**src/rtl/mdec_pkg.sv**
```systemverilog
package mdec_pkg;

  typedef enum logic [1:0] {
    ST_HUNT      = 2'd0,
    ST_SYNC_TAIL = 2'd1,
    ST_BITS      = 2'd2
  } mdecState_e;

  // Strobes from the control path to the datapath
  typedef struct packed {
    logic wordStart;   // sync centre accepted
    logic cmdSync;     // sync type of the word being started
    logic takeFirst;   // sample first half of cell
    logic takeSecond;  // sample second half of cell
    logic cellDone;    // last phase of a cell
    logic wordDone;    // last phase of the parity cell
  } mdecCtl_t;

endpackage

```
**src/rtl/mdec_insync.sv**
```systemverilog
module mdec_insync (
  input  logic clk,
  input  logic rstN,
  input  logic rxIn,
  output logic rxLvl,
  output logic rxEdge
);

  logic [1:0] meta;
  logic       prevLvl;

  always_ff @(posedge clk or negedge rstN) begin
    if (!rstN) begin
      meta    <= 2'b00;
      prevLvl <= 1'b0;
    end else begin
      meta    <= {meta[0], rxIn};
      prevLvl <= meta[1];
    end
  end

  assign rxLvl  = meta[1];
  assign rxEdge = meta[1] ^ prevLvl;

endmodule

```
**src/rtl/mdec_ctrl.sv**
```systemverilog
module mdec_ctrl
  import mdec_pkg::*;
#(
  parameter int SAMPLES_PER_BIT = 10,
  parameter int DATA_BITS       = 16
) (
  input  logic     clk,
  input  logic     rstN,
  input  logic     rxLvl,
  input  logic     rxEdge,
  output mdecCtl_t ctl
);

  localparam int HALF     = SAMPLES_PER_BIT / 2;
  localparam int SYNC_LEN = SAMPLES_PER_BIT + HALF;
  localparam int WIN      = SAMPLES_PER_BIT / 4;
  localparam int Q1       = HALF / 2;
  localparam int Q3       = HALF + HALF / 2;
  localparam int CELLS    = DATA_BITS + 1;
  localparam int PH_W     = $clog2(SAMPLES_PER_BIT);
  localparam int CNT_W    = $clog2(SYNC_LEN + 1);
  localparam int RUN_W    = $clog2(2 * SYNC_LEN + 1);
  localparam int CELL_W   = $clog2(CELLS + 1);

  localparam logic [RUN_W-1:0]  RUN_LO   = RUN_W'(SYNC_LEN - 1);
  localparam logic [RUN_W-1:0]  RUN_HI   = RUN_W'(SYNC_LEN + 1);
  localparam logic [RUN_W-1:0]  RUN_MAX  = '1;
  localparam logic [CNT_W-1:0]  TAIL_END = CNT_W'(SYNC_LEN - 1);
  localparam logic [PH_W-1:0]   PH_MID   = PH_W'(HALF);
  localparam logic [PH_W-1:0]   PH_ELO   = PH_W'(HALF - WIN);
  localparam logic [PH_W-1:0]   PH_LHI   = PH_W'(HALF + WIN);
  localparam logic [PH_W-1:0]   PH_Q1    = PH_W'(Q1);
  localparam logic [PH_W-1:0]   PH_Q3    = PH_W'(Q3);
  localparam logic [PH_W-1:0]   PH_LAST  = PH_W'(SAMPLES_PER_BIT - 1);
  localparam logic [CELL_W-1:0] CELL_LAST = CELL_W'(CELLS - 1);

  mdecState_e        state;
  logic [PH_W-1:0]   ph;
  logic [CNT_W-1:0]  syncCnt;
  logic [CELL_W-1:0] cellCnt;
  logic [RUN_W-1:0]  runLen;

  logic inSyncWin;
  logic phEarly;
  logic phLate;
  logic lastPh;
  logic inBits;

  assign inSyncWin = (runLen >= RUN_LO) && (runLen <= RUN_HI);
  assign phEarly   = rxEdge && (ph >= PH_ELO) && (ph < PH_MID);
  assign phLate    = rxEdge && (ph > PH_MID) && (ph <= PH_LHI);
  assign lastPh    = (ph == PH_LAST);
  assign inBits    = (state == ST_BITS);

  always_comb begin
    ctl            = '0;
    ctl.wordStart  = (state == ST_HUNT) && rxEdge && inSyncWin;
    ctl.cmdSync    = !rxLvl;
    ctl.takeFirst  = inBits && (ph == PH_Q1);
    ctl.takeSecond = inBits && (ph == PH_Q3);
    ctl.cellDone   = inBits && lastPh;
    ctl.wordDone   = inBits && lastPh && (cellCnt == CELL_LAST);
  end

  // Sequencer and phase counter
  always_ff @(posedge clk or negedge rstN) begin
    if (!rstN) begin
      state   <= ST_HUNT;
      ph      <= '0;
      syncCnt <= '0;
      cellCnt <= '0;
    end else begin
      case (state)
        ST_HUNT: begin
          if (ctl.wordStart) begin
            state   <= ST_SYNC_TAIL;
            syncCnt <= CNT_W'(1);
          end
        end
        ST_SYNC_TAIL: begin
          if (rxEdge && (syncCnt < TAIL_END)) begin
            state <= ST_HUNT;
          end else if (syncCnt == TAIL_END) begin
            state   <= ST_BITS;
            ph      <= rxEdge ? PH_W'(1) : '0;
            cellCnt <= '0;
          end else begin
            syncCnt <= syncCnt + 1'b1;
          end
        end
        ST_BITS: begin
          if (lastPh) begin
            ph      <= '0;
            cellCnt <= cellCnt + 1'b1;
            if (cellCnt == CELL_LAST) state <= ST_HUNT;
          end else if (phEarly) begin
            ph <= ph + PH_W'(2);
          end else if (!phLate) begin
            ph <= ph + 1'b1;
          end
        end
        default: state <= ST_HUNT;
      endcase
    end
  end

  // Length of the current line level, restarted at each word end
  always_ff @(posedge clk or negedge rstN) begin
    if (!rstN) begin
      runLen <= '0;
    end else if (rxEdge) begin
      runLen <= RUN_W'(1);
    end else if (ctl.wordDone) begin
      runLen <= '0;
    end else if (runLen != RUN_MAX) begin
      runLen <= runLen + 1'b1;
    end
  end

endmodule

```
**src/rtl/mdec_datapath.sv**
```systemverilog
module mdec_datapath
  import mdec_pkg::*;
#(
  parameter int DATA_BITS = 16
) (
  input  logic                 clk,
  input  logic                 rstN,
  input  logic                 rxLvl,
  input  mdecCtl_t             ctl,
  output logic [DATA_BITS-1:0] rxWord,
  output logic                 rxIsCmd,
  output logic                 wordValid,
  output logic                 parityErr,
  output logic                 manchErr
);

  logic [DATA_BITS-1:0] shiftR;
  logic                 halfA;
  logic                 halfB;
  logic                 parAcc;
  logic                 manchBad;
  logic                 typeCmd;
  logic                 parFinal;
  logic                 badFinal;

  assign parFinal = parAcc ^ halfA;
  assign badFinal = manchBad | (halfA == halfB);

  always_ff @(posedge clk or negedge rstN) begin
    if (!rstN) begin
      shiftR    <= '0;
      halfA     <= 1'b0;
      halfB     <= 1'b0;
      parAcc    <= 1'b0;
      manchBad  <= 1'b0;
      typeCmd   <= 1'b0;
      rxWord    <= '0;
      rxIsCmd   <= 1'b0;
      wordValid <= 1'b0;
      parityErr <= 1'b0;
      manchErr  <= 1'b0;
    end else begin
      wordValid <= 1'b0;
      parityErr <= 1'b0;
      manchErr  <= 1'b0;
      if (ctl.wordStart) begin
        shiftR   <= '0;
        parAcc   <= 1'b0;
        manchBad <= 1'b0;
        typeCmd  <= ctl.cmdSync;
      end
      if (ctl.takeFirst)  halfA <= rxLvl;
      if (ctl.takeSecond) halfB <= rxLvl;
      if (ctl.cellDone) begin
        if (ctl.wordDone) begin
          if (badFinal) begin
            manchErr <= 1'b1;
          end else begin
            rxWord  <= shiftR;
            rxIsCmd <= typeCmd;
            if (parFinal) wordValid <= 1'b1;
            else          parityErr <= 1'b1;
          end
        end else begin
          shiftR   <= {shiftR[DATA_BITS-2:0], halfA};
          parAcc   <= parAcc ^ halfA;
          manchBad <= manchBad | (halfA == halfB);
        end
      end
    end
  end

endmodule

```
**src/rtl/mdec_rx.sv**
```systemverilog
module mdec_rx
  import mdec_pkg::*;
#(
  parameter int SAMPLES_PER_BIT = 10,
  parameter int DATA_BITS       = 16
) (
  input  logic                 clk,
  input  logic                 rstN,
  input  logic                 rxIn,
  output logic [DATA_BITS-1:0] rxWord,
  output logic                 rxIsCmd,
  output logic                 wordValid,
  output logic                 parityErr,
  output logic                 manchErr
);

  logic     rxLvl;
  logic     rxEdge;
  mdecCtl_t ctl;

  mdec_insync u_insync (
    .clk    (clk),
    .rstN   (rstN),
    .rxIn   (rxIn),
    .rxLvl  (rxLvl),
    .rxEdge (rxEdge)
  );

  mdec_ctrl #(
    .SAMPLES_PER_BIT (SAMPLES_PER_BIT),
    .DATA_BITS       (DATA_BITS)
  ) u_ctrl (
    .clk    (clk),
    .rstN   (rstN),
    .rxLvl  (rxLvl),
    .rxEdge (rxEdge),
    .ctl    (ctl)
  );

  mdec_datapath #(
    .DATA_BITS (DATA_BITS)
  ) u_datapath (
    .clk       (clk),
    .rstN      (rstN),
    .rxLvl     (rxLvl),
    .ctl       (ctl),
    .rxWord    (rxWord),
    .rxIsCmd   (rxIsCmd),
    .wordValid (wordValid),
    .parityErr (parityErr),
    .manchErr  (manchErr)
  );

endmodule

```
**config.mk**
```make
export PLATFORM = sky130hd
export DESIGN_NAME = mdec_rx
export DESIGN_NICKNAME = d
export VERILOG_FILES = /design/src/rtl/mdec_pkg.sv /design/src/rtl/mdec_insync.sv /design/src/rtl/mdec_ctrl.sv /design/src/rtl/mdec_datapath.sv /design/src/rtl/mdec_rx.sv
export SDC_FILE = /design/constraint.sdc
export NUM_CORES = 1
export LEC_CHECK = 0
export BUFFER_PORTS_ARGS = -buffer_cell sky130_fd_sc_hd__buf_2
export CORE_MARGIN = 1
export CORE_UTILIZATION = 26
export CTS_BUF_LIST = sky130_fd_sc_hd__clkbuf_16
export CTS_CLUSTER_DIAMETER = 200
export DETAILED_ROUTE_END_ITERATION = 10
export PLACE_DENSITY_LB_ADDON = 0.05
export SYNTH_ARGS = -nofsm -noshare
export SYNTH_HDL_FRONTEND = slang
export SYNTH_HIERARCHICAL = 1
export SYNTH_SLANG_ARGS = --single-unit
```
**constraint.sdc**
```tcl
create_clock -name clk -period 4.6 [get_ports clk]
set_clock_uncertainty 0.1 [all_clocks]
set_input_delay 0.92 -clock clk [delete_from_list [all_inputs] [get_ports clk]]
set_output_delay 0.92 -clock clk [all_outputs]
set_load 0.02 [all_outputs]
```
==> qor.txt, run 1 <==
Max cap viols: 0
Post-synth EDFFs: 0
Detailed Routing Iterations Pass 1: 4
DR WL/cell: 14.5 um
Hpwl dp: 4570 um
DR iter-0 viols: 117
Synth warnings: 6
Gr usage total: 11.9%
TNS Setup: 0 ns
Max transition margin: 37.6%
Dpl cells: 463
Setup crit start kind: flop
# diodes: 0
Hold Crit Class: flop to flop
CP endpoint kind: flop
Netlist Area Pre-Place: 3180 um^2
Crit share post-route: 65.6%
Clk Latency, worst-skew pair: 0.32 ns
Overflow left after global routing: 0
Leak: 1.80 nW
Asr flop ratio synth: 100%
Area growth syn-to-layout: 17.2%
GPL Wtd Cong: 0.703
Row count: 40
CTS clk-pin slew, worst paths: 0.05 ns
Die Wd: 113 um
Crit-path slowest cell: xor2_1
Post-CTS setup buffers: 0
Clock net sink count: 64
Total I/O pin count: 23
Worst-Margin Slew: 0.933 ns
Critical Path AT: 3.11 ns
Power Density: 445 nW/um^2
NetSw: 498 uW
Crit path max fanout: 18
Count of cell types in the netlist: 53
CP max stage delay: 0.59 ns
Vias per cell: 4.71
Post_cts resized: 0
RSZ-0062 raised after global routing: no
Clock share of power: 39.0%
Gate power share: 21.6%
Pin count of the biggest net entering global routing: 46
Final std cells w/o fill: 477
Vias: 2,246
Post-Syn Nets: 319
Primary FF master, synth: dfrtp_1
CTS tree: built
Vias in the first global route: 2,193
Htree depth: 3
Most frequent cells in the layout: dfrtp_1, nand2_1, nand3_1
Crit path required time: 4.69 ns
Cell Chain, Critical Path: xor2_1 -> or4b_4 -> o22ai_1 -> and2_1 -> clkinv_1 -> o211ai_1 -> o21ai_0
Antenna Nets Post-Route: 0
Die Y: 113 um
Setup CP Type: flop to flop
Nets: 346
Clock Tree Buf Depth: 2
Final Slew Violations: 0
Status: finished clean
Register area share after synthesis: 50.3%
Die area: 12,700 um^2
Initial antenna violation count: 0
Layout cell share with drive strength beyond 1: 19.7%
Hold depth: 0
R2R cell count: 7
Reg power frac: 39.4%
Minimum clock period: 3.02 ns
Final Setup Violations: 0
DRT Wirelength: 6900 um
Post-CTS Hold Buffers: 0
Port Buf Inserts: 22
Final Hold Fails: 0
Commonest non-fill, non-tap cell in the layout: dfrtp_1
Peak VDD IR: 0.231 mV
First-pass GRT wire length: 11,700 um
Final hold slack: 0.250 ns
CTS Root Cell: clkbuf_16
Sw Share: 30.0%
Starting Density: 26.6%
Post-Syn Instances: 300
TritonCTS Buffers: 9
Residual DRC: 0
Syn_area_per_cell: 10.6 um^2
Core box area: 12,000 um^2
Peak Freq: 332 MHz
Int Pwr: 1.16 mW
#FFs+latches synth: 64
## stage by stage
step	power (mW)	worst slack, ns	util [%]	instance area [um^2]
after global placement	1.03	1.53	28.9	3450
after CTS	1.69	1.50	31.2	3730
after global routing	1.76	1.32	31.2	3730
after detailed placement	1.03	1.49	28.9	3450
final	1.66	1.58	31.2	3730
after floorplan	0.920	2.26	-	3180
## synth_stat cells (all sizes together), types with 2 or more instances
| master | instances | area (um^2) |
|---|---|---|
| o21ai | 13 | 65.1 |
| and3 | 3 | 18.8 |
| o221ai | 3 | 43.8 |
| nor2 | 14 | 52.6 |
| o211ai | 5 | 42.5 |
| nand4b | 2 | 17.5 |
| clkbuf | 6 | 22.5 |
| o311ai | 2 | 17.5 |
| nor4 | 3 | 18.8 |
| a21oi | 4 | 20.0 |
| nor2b | 4 | 25.0 |
| xnor2 | 3 | 26.3 |
| ha | 16 | 200 |
| nand4 | 3 | 18.8 |
| buf | 3 | 21.3 |
| mux2 | 22 | 251 |
| nand3b | 5 | 37.5 |
| inv | 17 | 63.8 |
| and2 | 3 | 18.8 |
| nand2b | 6 | 37.5 |
| nand2 | 43 | 161 |
| xor2 | 3 | 26.3 |
| nand3 | 24 | 120 |
| a31oi | 3 | 18.8 |
| mux2i | 3 | 30.0 |
| dfrtp | 64 | 1600 |
## cells by family after synthesis
| kind of cell | synth area share [%] |
|---|---|
| fa+ha+maj | 6.29 |
| buf+inv | 3.50 |
| compound gates | 10.3 |
| simple gates | 19.0 |
| flops | 50.3 |
| mux | 8.85 |
| xor+xnor | 1.65 |
## worst paths after layout
path                                     endpoint  slack [ns]        startpoint
worst min-delay path             u_insync/meta[1]        0.25  u_insync/meta[0]
worst max-delay path            u_datapath/parAcc        1.58  u_insync/meta[1]
min in group asynchronous       u_ctrl/syncCnt[1]        0.46              rstN
worst max register to register  u_datapath/parAcc        1.58  u_insync/meta[1]
max in group asynchronous        u_datapath/halfA        2.98              rstN
worst min register to register   u_insync/meta[1]        0.25  u_insync/meta[0]
## flip-flops by register name, summed over array words and instances (netlist names)
signal	flops
u_insync/meta	2
u_datapath/wordValid	1
u_ctrl/syncCnt	4
u_datapath/halfA	1
u_datapath/typeCmd	1
u_datapath/manchErr	1
u_datapath/manchBad	1
u_datapath/halfB	1
u_datapath/rxWord	16
u_datapath/parAcc	1
u_ctrl/cellCnt	5
u_datapath/shiftR	16
u_datapath/parityErr	1
u_ctrl/runLen	5
u_insync/prevLvl	1
u_datapath/rxIsCmd	1
u_ctrl/ph	4
u_ctrl/state	2
## power groups by stage
| stage | sequential (mW) | clock [mW] | combinational, mW |
|---|---|---|---|
| after floorplan | 0.646 | 0 | 0.275 |
| after global placement | 0.662 | 0 | 0.370 |
| after detailed placement | 0.661 | 0 | 0.366 |
| after CTS | 0.652 | 0.672 | 0.367 |
| after global routing | 0.660 | 0.693 | 0.411 |
| final | 0.653 | 0.647 | 0.359 |
## critical path: cells and delay by family, from the launching register on
family          cells  cell delay, ns
buf+inv             1            0.45
xor+xnor            1            0.59
compound gates      3            0.58
simple gates        2            0.76
flops               1            0.42
## routing by layer
metal	GRT usage [%]	vias to the layer above	routed length (um)
met1	16.8	1106	3710
met3	3.24	4	180
li1	-	1110	-
met2	17.2	26	2950
met5	0	-	0
met4	4.80	0	56
## final cells by class
type	instances	area, um^2
clock buffer	9	225
clock inverter	5	50.0
fill	1217	8230
inverter	18	67.6
multi-input combinational	209	1470
sequential	64	1600
tap	147	184
timing repair buffer	25	133
Note: power is estimated with default switching activity, not from simulation.
==> run 2, diff against run 1 <==
clock period = 2.55 ns   (was 4.6 ns; I/O delays follow)
==> run 2 against run 1 <==
Effect of this change: hold slack got worse by 0.19 ns; total power increased by 86%; non-clock buffer count is 16 higher; largest power group is now clock.
==> qor.txt, run 2 (synthesis results as in run 1) <==
R2R Path End: u_datapath/rxWord[3] (was u_datapath/parAcc)
CP endpoint kind: flop (unchanged)
CP max stage delay: 0.40 ns (was 0.59 ns)
Post_cts resized: 0 (unchanged)
Max cap viols: 0 (unchanged)
Worst Path Buf+Inv: 3 (was 1)
Die Wd: 113 um (unchanged)
Top flop regs: u_datapath/rxWord x16, u_datapath/shiftR x16 (unchanged)
R2R cell count: 9 (was 7)
Reg2reg start: u_ctrl/cellCnt[0] (was u_insync/meta[1])
Most frequent cells in the layout: dfrtp_1, nand2_1, nand3_1 (unchanged)
CTS tree: built (unchanged)
DRT Wirelength: 6890 um (was 6900 um)
Post-CTS setup buffers: 0 (unchanged)
Clk Latency, worst-skew pair: 0.33 ns (was 0.32 ns)
CTS Root Cell: clkbuf_16 (unchanged)
Reg-to-reg slack, setup: 0.26 ns (was 1.58 ns)
Crit-path slowest cell: dfrtp_1 (was xor2_1)
Starting Density: 26.6% (unchanged)
Crit-path leading delay family: simple AND/OR/NAND/NOR gates (unchanged)
Final instance area: 3890 um^2 (was 3730 um^2)
Hpwl dp: 4680 um (was 4570 um)
Clock net sink count: 64 (unchanged)
Die area: 12,700 um^2 (unchanged)
Setup CP Type: flop to flop (unchanged)
Leak: 1.89 nW (was 1.80 nW)
Nets: 362 (was 346)
GPL Wtd Cong: 0.735 (was 0.703)
Post-CTS Hold Buffers: 0 (unchanged)
Final Core Density: 32.5% (was 31.2%)
TNS Setup: 0 ns (unchanged)
Vias in the first global route: 2,284 (was 2,193)
DR WL/cell: 13.9 um (was 14.5 um)
Setup crit start kind: flop (unchanged)
Gr usage total: 12.4% (was 11.9%)
Pin count of the biggest net entering global routing: 44 (was 46)
Crit path max fanout: 18 (unchanged)
Peak Freq: 437 MHz (was 332 MHz)
Initial antenna violation count: 0 (unchanged)
Crit path required time: 2.66 ns (was 4.69 ns)
Core box area: 12,000 um^2 (unchanged)
# diodes: 0 (unchanged)
Peak VDD IR: 0.399 mV (was 0.231 mV)
Overflow left after global routing: 0 (unchanged)
Placed cell area: 3600 um^2 (was 3450 um^2)
Cell Chain, Critical Path: inv_1 -> ha_1 -> nor4bb_1 -> nand3_1 -> inv_1 -> nand2_1 -> nor3_4 -> buf_12 -> mux2_2 (was xor2_1 -> or4b_4 -> o22ai_1 -> and2_1 -> clkinv_1 -> o211ai_1 -> o21ai_0)
Hold Crit Class: input pin to asynchronous set/reset pin (was flop to flop)
Final Slew Violations: 0 (unchanged)
DR iter-0 viols: 137 (was 117)
Clock Tree Buf Depth: 2 (unchanged)
RSZ-0062 raised after global routing: no (unchanged)
Dpl cells: 479 (was 463)
Crit share post-route: 89.8% (was 65.6%)
Htree depth: 3 (unchanged)
First-pass GRT wire length: 12,000 um (was 11,700 um)
Antenna Nets Post-Route: 0 (unchanged)
Final Hold Fails: 0 (unchanged)
Layout cell share with drive strength beyond 1: 23.9% (was 19.7%)
Detailed Routing Iterations Pass 1: 4 (unchanged)
Status: finished clean (unchanged)
Multi-input gate area: 1470 um^2 (unchanged)
FF+latch area: 1600 um^2 (unchanged)
Row count: 40 (unchanged)
Commonest non-fill, non-tap cell in the layout: dfrtp_1 (unchanged)
Final std cells w/o fill: 495 (was 477)
Final Setup Violations: 0 (unchanged)
TritonCTS Buffers: 9 (unchanged)
Worst-Margin Slew: 0.534 ns (was 0.933 ns)
Power Density: 793 nW/um^2 (was 445 nW/um^2)
Minimum clock period: 2.29 ns (was 3.02 ns)
Fill count: 1,208 (was 1,217)
Vias per cell: 4.63 (was 4.71)
Total I/O pin count: 23 (unchanged)
Vias: 2,293 (was 2,246)
Residual DRC: 0 (unchanged)
Crit path top cell by count: inv_1
Area growth syn-to-layout: 22.2% (was 17.2%)
Port Buf Inserts: 22 (unchanged)
Max transition margin: 64.4% (was 37.6%)
CTS clk-pin slew, worst paths: 0.06 ns (was 0.05 ns)
Die Y: 113 um (unchanged)
Critical Path AT: 2.40 ns (was 3.11 ns)
## run 2: cell types whose count changed in the layout (fill, tap and decap cells not counted), sizes merged
cell | previous run | this run
buf | 25 | 41
clkinv | 4 | 5
clkinvlp | 1 | 2
## run 2: where the power goes
group          internal (mW)  leakage, nW  switching, mW
logic                  0.320        0.887          0.411
clock network          0.745        0.136          0.453
registers               1.09        0.871         0.0663
## run 2: area by class of cell
class	count	area share [%]
sequential	64	41.2
timing repair buffer	41	7.15
inverter	18	1.74
tap	147	4.73
multi-input combinational	209	37.8
clock buffer	9	5.79
clock inverter	7	1.61
## run 2: worst max path at each step
stage	start	cells after the start	to
floorplan	u_ctrl/state[0]	9	u_datapath/rxIsCmd
global placement	u_insync/meta[1]	8	u_datapath/manchBad
detailed placement	u_ctrl/cellCnt[0]	9	u_datapath/rxWord[3]
CTS	u_ctrl/cellCnt[0]	9	u_datapath/rxWord[3]
global route	u_ctrl/cellCnt[0]	9	u_datapath/rxWord[5]
finish	u_ctrl/cellCnt[0]	9	u_datapath/rxWord[3]
## run 2: through the flow
stage / hold WS (ns) / total power [mW] / worst slack (ns)
3_3_place_gp: 0.239 / 1.92 / 0.262
5_1_grt: 0.0944 / 3.30 / 0.0470
6_report: 0.0564 / 3.08 / 0.260
4_1_cts: 0.0766 / 3.14 / 0.179
3_5_place_dp: 0.237 / 1.91 / 0.187
2_1_floorplan: 0.114 / 1.66 / 0.205
## run 2: layer usage
layer  global-route usage (%)  share of wire (%)  routed length [um]  vias up
met5                        0                  0                   0        -
met4                     6.13                2.1                 143        0
met3                     4.21                3.9                 271       10
met2                     16.9                 42                2900       31
met1                     17.4                 52                3570     1110
li1                         -                  -                   -     1142
## run 2: worst register-to-register path, cell delays in order (launching register included)
cell and delay [ns]:
dfrtp_1 0.40, inv_1 0.09, ha_1 0.13, nor4bb_1 0.32
nand3_1 0.16, inv_1 0.13, nand2_1 0.13, nor3_4 0.17
buf_12 0.19, mux2_2 0.35
